## config.mk

```make
export PLATFORM = sky130hd
export DESIGN_NAME = mux_bus_seq
export DESIGN_NICKNAME = d
export VERILOG_FILES = /design/src/rtl/mux_bus_seq_pkg.sv /design/src/rtl/mux_bus_seq_ctrl.sv /design/src/rtl/mux_bus_seq_path.sv /design/src/rtl/mux_bus_seq.sv
export SDC_FILE = /design/constraint.sdc
export NUM_CORES = 1
export LEC_CHECK = 0
export BUFFER_PORTS_ARGS = -buffer_cell sky130_fd_sc_hd__buf_2
export CORE_MARGIN = 3
export CORE_UTILIZATION = 49
export CTS_CLUSTER_DIAMETER = 40
export DETAILED_ROUTE_END_ITERATION = 6
export PLACE_DENSITY = 0.76
export SYNTH_ARGS = -nofsm -noshare
export SYNTH_HDL_FRONTEND = slang
export SYNTH_SLANG_ARGS = --single-unit
```

## constraint.sdc

```tcl
create_clock -name clk -period 1.6 [get_ports clk]
set_input_delay 0.24 -clock clk [delete_from_list [all_inputs] [get_ports clk]]
set_output_delay 0.24 -clock clk [all_outputs]
set_load 0.05 [all_outputs]
```

## src/rtl/mux_bus_seq_pkg.sv

```systemverilog
package mux_bus_seq_pkg;

  typedef enum logic [2:0] {
    PH_IDLE,
    PH_T1,
    PH_T2,
    PH_TW,
    PH_T3,
    PH_T4,
    PH_HOLD
  } phase_t;

  // strobes from the sequencer to the datapath
  typedef struct packed {
    logic load;        // take a new request this edge
    logic addrPhase;   // T1
    logic strobePhase; // T2, Tw, T3
    logic inCycle;     // T1..T4
    logic capture;     // last clock of T3
    logic busFloat;    // bus released to another master
  } seq_stb_t;

endpackage

```

## src/rtl/mux_bus_seq_ctrl.sv

```systemverilog
module mux_bus_seq_ctrl
  import mux_bus_seq_pkg::*;
(
  input  logic     clk,
  input  logic     rstN,
  input  logic     reqValid,
  input  logic     ready,
  input  logic     hold,
  output logic     reqAck,
  output logic     hlda,
  output seq_stb_t stb
);

  phase_t state, nextState;
  logic   canStart;

  assign canStart = (state == PH_IDLE) || (state == PH_T4);
  assign reqAck   = canStart && reqValid && !hold;

  always_comb begin
    nextState = state;
    case (state)
      PH_IDLE, PH_T4: begin
        if (hold)          nextState = PH_HOLD;
        else if (reqValid) nextState = PH_T1;
        else               nextState = PH_IDLE;
      end
      PH_T1:        nextState = PH_T2;
      PH_T2, PH_TW: nextState = ready ? PH_T3 : PH_TW;
      PH_T3:        nextState = PH_T4;
      PH_HOLD:      nextState = hold ? PH_HOLD : PH_IDLE;
      default:      nextState = PH_IDLE;
    endcase
  end

  always_ff @(posedge clk) begin
    if (!rstN) state <= PH_IDLE;
    else       state <= nextState;
  end

  always_comb begin
    stb.load        = reqAck;
    stb.addrPhase   = (state == PH_T1);
    stb.strobePhase = (state == PH_T2) || (state == PH_TW) || (state == PH_T3);
    stb.inCycle     = (state != PH_IDLE) && (state != PH_HOLD);
    stb.capture     = (state == PH_T3);
    stb.busFloat    = (state == PH_HOLD);
  end

  assign hlda = (state == PH_HOLD);

  // no request is taken while the bus is released
  a_r11_no_ack_in_hold: assert property (@(posedge clk) disable iff (!rstN)
    hlda |-> !reqAck);

endmodule

```

## src/rtl/mux_bus_seq_path.sv

```systemverilog
module mux_bus_seq_path
  import mux_bus_seq_pkg::*;
#(
  parameter int ADDR_W = 20,
  parameter int DATA_W = 16,
  parameter int SEG_W  = 2,
  localparam int HI_W  = ADDR_W - DATA_W
)(
  input  logic              clk,
  input  logic              rstN,
  input  seq_stb_t          stb,
  input  logic [ADDR_W-1:0] reqAddr,
  input  logic              reqWrite,
  input  logic              reqIo,
  input  logic              reqWord,
  input  logic [DATA_W-1:0] reqWdata,
  input  logic              reqIntEn,
  input  logic [SEG_W-1:0]  reqSeg,
  input  logic [DATA_W-1:0] adIn,
  output logic [DATA_W-1:0] adOut,
  output logic              adOe,
  output logic [HI_W-1:0]   addrHi,
  output logic              addrOe,
  output logic              bheN,
  output logic              ale,
  output logic              rdN,
  output logic              wrN,
  output logic              mIo,
  output logic              dtR,
  output logic              denN,
  output logic              ctrlOe,
  output logic [DATA_W-1:0] rdData,
  output logic              rdValid
);

  logic [ADDR_W-1:0] curAddr;
  logic [DATA_W-1:0] curWdata;
  logic              curWrite, curIo, curWord, curIntEn;
  logic [SEG_W-1:0]  curSeg;
  logic [HI_W-1:0]   statusWord;

  always_ff @(posedge clk) begin
    if (!rstN) begin
      curAddr  <= '0;
      curWdata <= '0;
      curWrite <= 1'b0;
      curIo    <= 1'b0;
      curWord  <= 1'b0;
      curIntEn <= 1'b0;
      curSeg   <= '0;
    end else if (stb.load) begin
      curAddr  <= reqAddr;
      curWdata <= reqWdata;
      curWrite <= reqWrite;
      curIo    <= reqIo;
      curWord  <= reqWord;
      curIntEn <= reqIntEn;
      curSeg   <= reqSeg;
    end
  end

  always_ff @(posedge clk) begin
    if (!rstN) begin
      rdData  <= '0;
      rdValid <= 1'b0;
    end else begin
      rdValid <= stb.capture && !curWrite;
      if (stb.capture && !curWrite) rdData <= adIn;
    end
  end

  always_comb begin
    statusWord = '0;
    statusWord[SEG_W-1:0] = curSeg;
    statusWord[SEG_W]     = curIntEn;
  end

  assign ale    = stb.addrPhase;
  assign adOe   = !stb.busFloat && (stb.addrPhase || (stb.inCycle && curWrite));
  assign adOut  = stb.addrPhase ? curAddr[DATA_W-1:0] : curWdata;
  assign addrOe = !stb.busFloat;
  assign addrHi = stb.addrPhase ? curAddr[ADDR_W-1:DATA_W] : statusWord;
  assign bheN   = !(stb.addrPhase && (curWord || curAddr[0]));
  assign ctrlOe = !stb.busFloat;
  assign rdN    = !(stb.strobePhase && !curWrite);
  assign wrN    = !(stb.strobePhase && curWrite);
  assign denN   = !stb.strobePhase;
  assign dtR    = stb.inCycle ? curWrite : 1'b1;
  assign mIo    = stb.inCycle ? !curIo : 1'b1;

  // read and write strobes never overlap
  a_r3_one_strobe: assert property (@(posedge clk) disable iff (!rstN)
    !(!rdN && !wrN));

  // read data valid only right after an active read strobe
  a_r5_valid_after_read: assert property (@(posedge clk) disable iff (!rstN)
    rdValid |-> $past(!rdN));

  // direction does not change once the address has gone out
  a_r6_dtr_steady: assert property (@(posedge clk) disable iff (!rstN)
    (stb.inCycle && !stb.addrPhase) |-> $stable(dtR));

endmodule

```

## src/rtl/mux_bus_seq.sv

```systemverilog
module mux_bus_seq
  import mux_bus_seq_pkg::*;
#(
  parameter int ADDR_W = 20,
  parameter int DATA_W = 16,
  parameter int SEG_W  = 2,
  localparam int HI_W  = ADDR_W - DATA_W
)(
  input  logic              clk,
  input  logic              rstN,
  input  logic              reqValid,
  output logic              reqAck,
  input  logic [ADDR_W-1:0] reqAddr,
  input  logic              reqWrite,
  input  logic              reqIo,
  input  logic              reqWord,
  input  logic [DATA_W-1:0] reqWdata,
  input  logic              reqIntEn,
  input  logic [SEG_W-1:0]  reqSeg,
  output logic [DATA_W-1:0] rdData,
  output logic              rdValid,
  output logic [DATA_W-1:0] adOut,
  input  logic [DATA_W-1:0] adIn,
  output logic              adOe,
  output logic [HI_W-1:0]   addrHi,
  output logic              addrOe,
  output logic              bheN,
  output logic              ale,
  output logic              rdN,
  output logic              wrN,
  output logic              mIo,
  output logic              dtR,
  output logic              denN,
  output logic              ctrlOe,
  input  logic              ready,
  input  logic              hold,
  output logic              hlda
);

  seq_stb_t stb;

  mux_bus_seq_ctrl i_ctrl (
    .clk      (clk),
    .rstN     (rstN),
    .reqValid (reqValid),
    .ready    (ready),
    .hold     (hold),
    .reqAck   (reqAck),
    .hlda     (hlda),
    .stb      (stb)
  );

  mux_bus_seq_path #(.ADDR_W(ADDR_W), .DATA_W(DATA_W), .SEG_W(SEG_W)) i_path (
    .clk      (clk),
    .rstN     (rstN),
    .stb      (stb),
    .reqAddr  (reqAddr),
    .reqWrite (reqWrite),
    .reqIo    (reqIo),
    .reqWord  (reqWord),
    .reqWdata (reqWdata),
    .reqIntEn (reqIntEn),
    .reqSeg   (reqSeg),
    .adIn     (adIn),
    .adOut    (adOut),
    .adOe     (adOe),
    .addrHi   (addrHi),
    .addrOe   (addrOe),
    .bheN     (bheN),
    .ale      (ale),
    .rdN      (rdN),
    .wrN      (wrN),
    .mIo      (mIo),
    .dtR      (dtR),
    .denN     (denN),
    .ctrlOe   (ctrlOe),
    .rdData   (rdData),
    .rdValid  (rdValid)
  );

  // the latch strobe lasts one clock
  a_r1_ale_pulse: assert property (@(posedge clk) disable iff (!rstN)
    ale |=> !ale);

  // a released bus drives nothing but a low ALE
  a_r8_float: assert property (@(posedge clk) disable iff (!rstN)
    hlda |-> (!adOe && !addrOe && !ctrlOe && !ale));

  // acknowledge drops on the first edge that sees HOLD low
  a_r9_release: assert property (@(posedge clk) disable iff (!rstN)
    (hlda && !hold) |=> !hlda);

endmodule

```

## After elaboration in Yosys (flattened, before gate mapping)

Index checks and enable logic that the tools add are counted.

- Multiplexer cells: 9
- Reductions and logical operators: 26
- Equal/unequal tests: 7

Operators by type and width:

| cell | number |
|---|---|
| $mux 16 | 1 |
| $pmux 3 s5 | 1 |
| $eq 3x3->1 const B | 3 |
| $logic_and 1x1->1 | 9 |
| $mux 3 | 3 |
| $logic_not 1->1 | 8 |
| $eq 3x2->1 const B | 2 |
| $logic_or 1x1->1 | 5 |
| $mux 4 | 1 |
| $reduce_or 2->1 | 2 |
| $eq 3x1->1 const B | 1 |
| $logic_not 3->1 | 1 |
| $mux 1 | 3 |
| $ne 3x3->1 const B | 1 |
| $reduce_bool 3->1 | 1 |

- Output and inout port bits: 49
- Logic and storage cells: 52
- Bits in registers: 62
- Input bits: 63

## Longest topological paths before layout

- Depth in word-level cells: 5
- Gate-level depth with buffers: 6
- Mapped depth without buffers: 3

## Hierarchy

Synthesis repeated with hierarchy kept, for this count alone.

- Cells, all modules: 272
- Area total of the unflattened synthesis: 2,812.7 µm²

Modules (own cells, without submodules):

| module | cells each | sequential area each (µm²) | instances | area an instance (µm²) |
|---|---|---|---|---|
| mux_bus_seq_path | 241 | 1,181.1 | 1 | 2,565.0 |
| mux_bus_seq_ctrl | 31 | 60.1 | 1 | 247.7 |

## Worst setup path before layout

No wires, ideal clock.

- Kind: register to output
- Start point: reg i_ctrl.state[2]
- End point: out wrN
- Arrival time: 2,002 ps
- Slack: -642 ps
- Stages on the path, launching flop included: 5
- Buffers on the path: 1
- Path through: dfxtp_1 > buf_2 > nor2b_1 > a21oi_1 > nand2b_1

- Longest elaborated chain between the ends: 5

RTL lines:

| element | RTL line | text |
|---|---|---|
| from (decl) | mux_bus_seq_ctrl.sv:14 | `phase_t state, nextState;` |
| from (signal assigned) | mux_bus_seq_ctrl.sv:38 | `else state <= nextState;` |
| $eq 3x2->1 | mux_bus_seq_ctrl.sv:44 | `stb.strobePhase = (state == PH_T2) \|\| (state == PH_TW) \|\| (state == PH_T3);` |
| $logic_or 1x1->1 | mux_bus_seq_ctrl.sv:44 |  |
| $logic_or 1x1->1 (*) | mux_bus_seq_ctrl.sv:44 |  |
| $logic_and 1x1->1 (*) | mux_bus_seq_path.sv:86 | `assign wrN = !(stb.strobePhase && curWrite);` |
| $logic_not 1->1 (*) | mux_bus_seq_path.sv:86 |  |
| to (decl) | mux_bus_seq.sv:30 | `output logic wrN,` |

Every way passes the cells marked *; elsewhere a longest branch is shown, timed or not.

## Worst setup path in the final report

- Start point: reg i_ctrl.state[1]
- End point: out addrHi[0]

- Longest elaborated chain between the ends: 2

RTL lines:

| element | RTL line | text |
|---|---|---|
| $eq 3x1->1 | mux_bus_seq_ctrl.sv:43 | `stb.addrPhase = (state == PH_T1);` |
| $mux 4 | mux_bus_seq_path.sv:82 | `assign addrHi = stb.addrPhase ? curAddr[ADDR_W-1:DATA_W] : statusWord;` |
| to (decl) | mux_bus_seq.sv:25 | `output logic [HI_W-1:0] addrHi,` |

Every way passes these cells.

==> results.toml <==
[status]
status = "finished with violations"
violations = "negative setup slack"

[die]
core-area_sq_um = 5610
initial_core_util_pct = 51.5
io_pins = 112
rows = 27
die_h_um = 82.8
die_area_sq_um = 6860
dieWidth_um = 82.8

[detailed_routing]
ant_nets = 0
drt_wl_total_um = 8030
remaining_drc_errors = 0
vias = 2673
vias_per_cell = 5.08
first_pass_iters = 5
wl_per_cell_um = 15.3
drt_iter0_markers = 115

[placement]
hpwlAfterDp_um = 4840
dp.cells = 493
portBuffers = 111
place_ws_ps = -22.9
gp_congestion = 0.773

[final_layout]
fin_cells = 526
nFillCells = 368
area_growth_pct = 56.5
final_util_pct = 80.6
drive_gt1_share_pct = 47.8
diodes = 0
layout.nets = 512

[cts]
htreeDepth = 3
cts_buffers = 9
cts_tree = "yes"
clk_latency_ps = 330
cts.hold.buffers_added = 0
clk_path_buf_depth = 2
cts_root_buffer = "clkbuf_8"
clock_sinks = 62
clkTransAtPathRegs_ps = 70

[worst_hold_path]
min_from = "adIn[11]"
hp-class = "primary input to flip-flop"
holdPathEnd = "i_path.rdData[11]"
hold_depth = 3

[critical_path]
reg2reg_to = "i_path.curWdata[4]"
cpMostUsedCell = "buf_12"
ff2ff_setup_slack_ps = -60
cp_data_arrival_time_ps = 1670
rr_worst_depth = 7
cp_top_family = "buffers and inverters"
path_class = "flip-flop to output port"
cp-start-kind = "flip-flop"
slowest_delay_ps = 340
worstPathCellList = "nor2_4, and2_4, buf_12, buf_12, mux2_4, buf_8"
cp-end-kind = "output port"
cp_num_cells = 6
path_max_fanout = 8
critPathRequiredTime_ps = 1360
r2r-start = "i_ctrl.state[2]"
crit_buf_inv = 3
cpMaxStageDelayCell = "dfxtp_2"

[synthesis]
synthCells = 322
netlist_area_sq_um = 2890
yosysWarnings = 0
synthAdderAreaFrac_pct = 0
synth_top_family_by_area = "multiplexers"
synth_seq_cells = 62
yosys.area_share.xor_xnor_pct = 0.303
yosys.area_share.simple_pct = 20.7
syn_avg_cell_area_sq_um = 8.98
synth.area.mux_share_pct = 22.3
ys_seq_area_share_pct = 42.9
ys_types = 28
synth_compound_area_share_pct = 7.36
syn_nets = 385

[sta]
clock_skew_ps = 5.15
hold_viol = 0
drv_slew = 0
worst_pin_slew_ps = 263
clock.fmax_mhz = 524
setup_tns_ps = -7110
maxSlewHeadroom_pct = 82.4
finalSetupViolations = 76
rsz0062_at_grt = "true"
finalWorstSetupSlack_ps = -307
period_share_pct = 119
period_needed_ps = 1910

[global_route]
grt_usage_pct = 21.1
grt_max_degree = 67
antenna_found_initial = 0
grt_pass1_vias = 2541
grt_overflow = 0
grt_pass1_wl_um = 11900

[pwr]
p_seq_share_pct = 30.6
pwr-share-clk_pct = 27.0
p_per_area_nw_per_um2 = 1320
swShare_pct = 34.3
p_switching_uw = 2050
ir_worst_vdd_mv = 1.04
p_int_uw = 3920
p_leak_uw = 0.00202
pwr-share-comb_pct = 42.5

[run]
max_cap_viol_count = 0
[registers in the layout, summed over array words and instances (netlist names)]
| register | count |
|---|---|
| i_path.rdValid | 1 |
| i_path.curIo | 1 |
| i_path.rdData | 16 |
| i_path.curSeg | 2 |
| i_ctrl.state | 3 |
| i_path.curWord | 1 |
| i_path.curWdata | 16 |
| i_path.curAddr | 20 |
| i_path.curIntEn | 1 |
| i_path.curWrite | 1 |
[power by group through the flow]
stage | combinational [uW] | clock, uW | sequential, uW
floorplan | 1270 | 0 | 2020
global placement | 1810 | 0 | 1830
detailed placement | 1840 | 0 | 1840
CTS | 2200 | 1630 | 1810
global route | 2650 | 1710 | 1840
finish | 2530 | 1610 | 1820
[tightest hold or removal path, cell delays in order]
cell,delay [ps]
buf_2,90
nand2_1,60
o21ai_2,40
[Yosys cell counts (all sizes together)]
cell,count,share of area (%)
a21oi,3,0.52
a221oi,1,0.30
a22oi,1,0.26
a31oi,1,0.22
and2,2,0.43
and3,2,0.43
buf,17,4.5
clkbuf,11,1.4
dfxtp,62,43
inv,4,0.52
mux2,19,7.4
mux2i,43,15
nand2,103,13
nand2b,2,0.43
nand3,17,3.6
nor2,3,0.39
nor2b,5,1.1
o21a,1,0.26
o21ai,20,5.5
o21bai,1,0.26
or2,1,0.22
or3,1,0.22
or4b,1,0.48
xnor2,1,0.30
[layer usage]
metal / track usage, % / share of wire, % / up-vias
li1: - / - / 1321
met1: 25.3 / 40 / 1248
met2: 36.3 / 53 / 94
met3: 6.55 / 6.5 / 10
met4: 6.39 / 1.2 / 0
met5: 0 / 0 / -
[how the worst max path moves through the flow]
stage                    startpoint   endpoint
floorplan           i_ctrl.state[2]     ctrlOe
global placement    i_ctrl.state[1]   adOut[8]
detailed placement  i_ctrl.state[1]  addrHi[0]
CTS                 i_ctrl.state[1]  addrHi[0]
global route        i_ctrl.state[1]  addrHi[0]
finish              i_ctrl.state[1]  addrHi[0]
[cells in the final DEF (no fill, tap or decap), drive strengths merged, types with 2 or more instances in the layout]
cell type  netlist  layout
a21oi            3       3
nor2             3       3
clkbuf          11      18
buf             17     138
and2             2       2
mux2i           43      43
bufinv           0       3
mux2            19      19
dfxtp           62      62
inv              4       3
o21ai           20      20
nand3           17      17
and3             2       2
nor2b            5       5
nand2b           2       2
nand2          103     103
[cells by family after synthesis]
logic type | Yosys count
simple gates | 137
mux | 62
flops | 62
buf+inv | 32
compound gates | 28
xor+xnor | 1
[final cells by class]
cell class              count  area (sq um)  area share [%]
multi-input cells         228          1620            35.9
clock buffers              12           135            2.99
well taps                  72          90.1            1.99
inverters                   4          18.8           0.415
repair buffers            144          1320            29.1
clock inverters             4          95.1            2.10
flip-flops and latches     62          1240            27.5
[repair_timing]
| item | CTS | global route |
|---|---|---|
| setup buffers | 8 | 2 |
| endpoints found under the hold margin | 0 | 0 |
| gates cloned | 1 | 7 |
| resized for setup | 81 | 34 |
| pin swaps | 3 | 2 |
| setup endpoints to repair | 31 | 86 |
[per-stage QoR]
stage	hold slack, ps	total power (uW)	area (sq um)
2_1_floorplan	382	3290	3010
3_3_place_gp	440	3640	3640
3_5_place_dp	446	3670	3640
4_1_cts	133	5650	4240
5_1_grt	132	6200	4520
6_report	149	5970	4520
(Power assumes the default switching activity.)
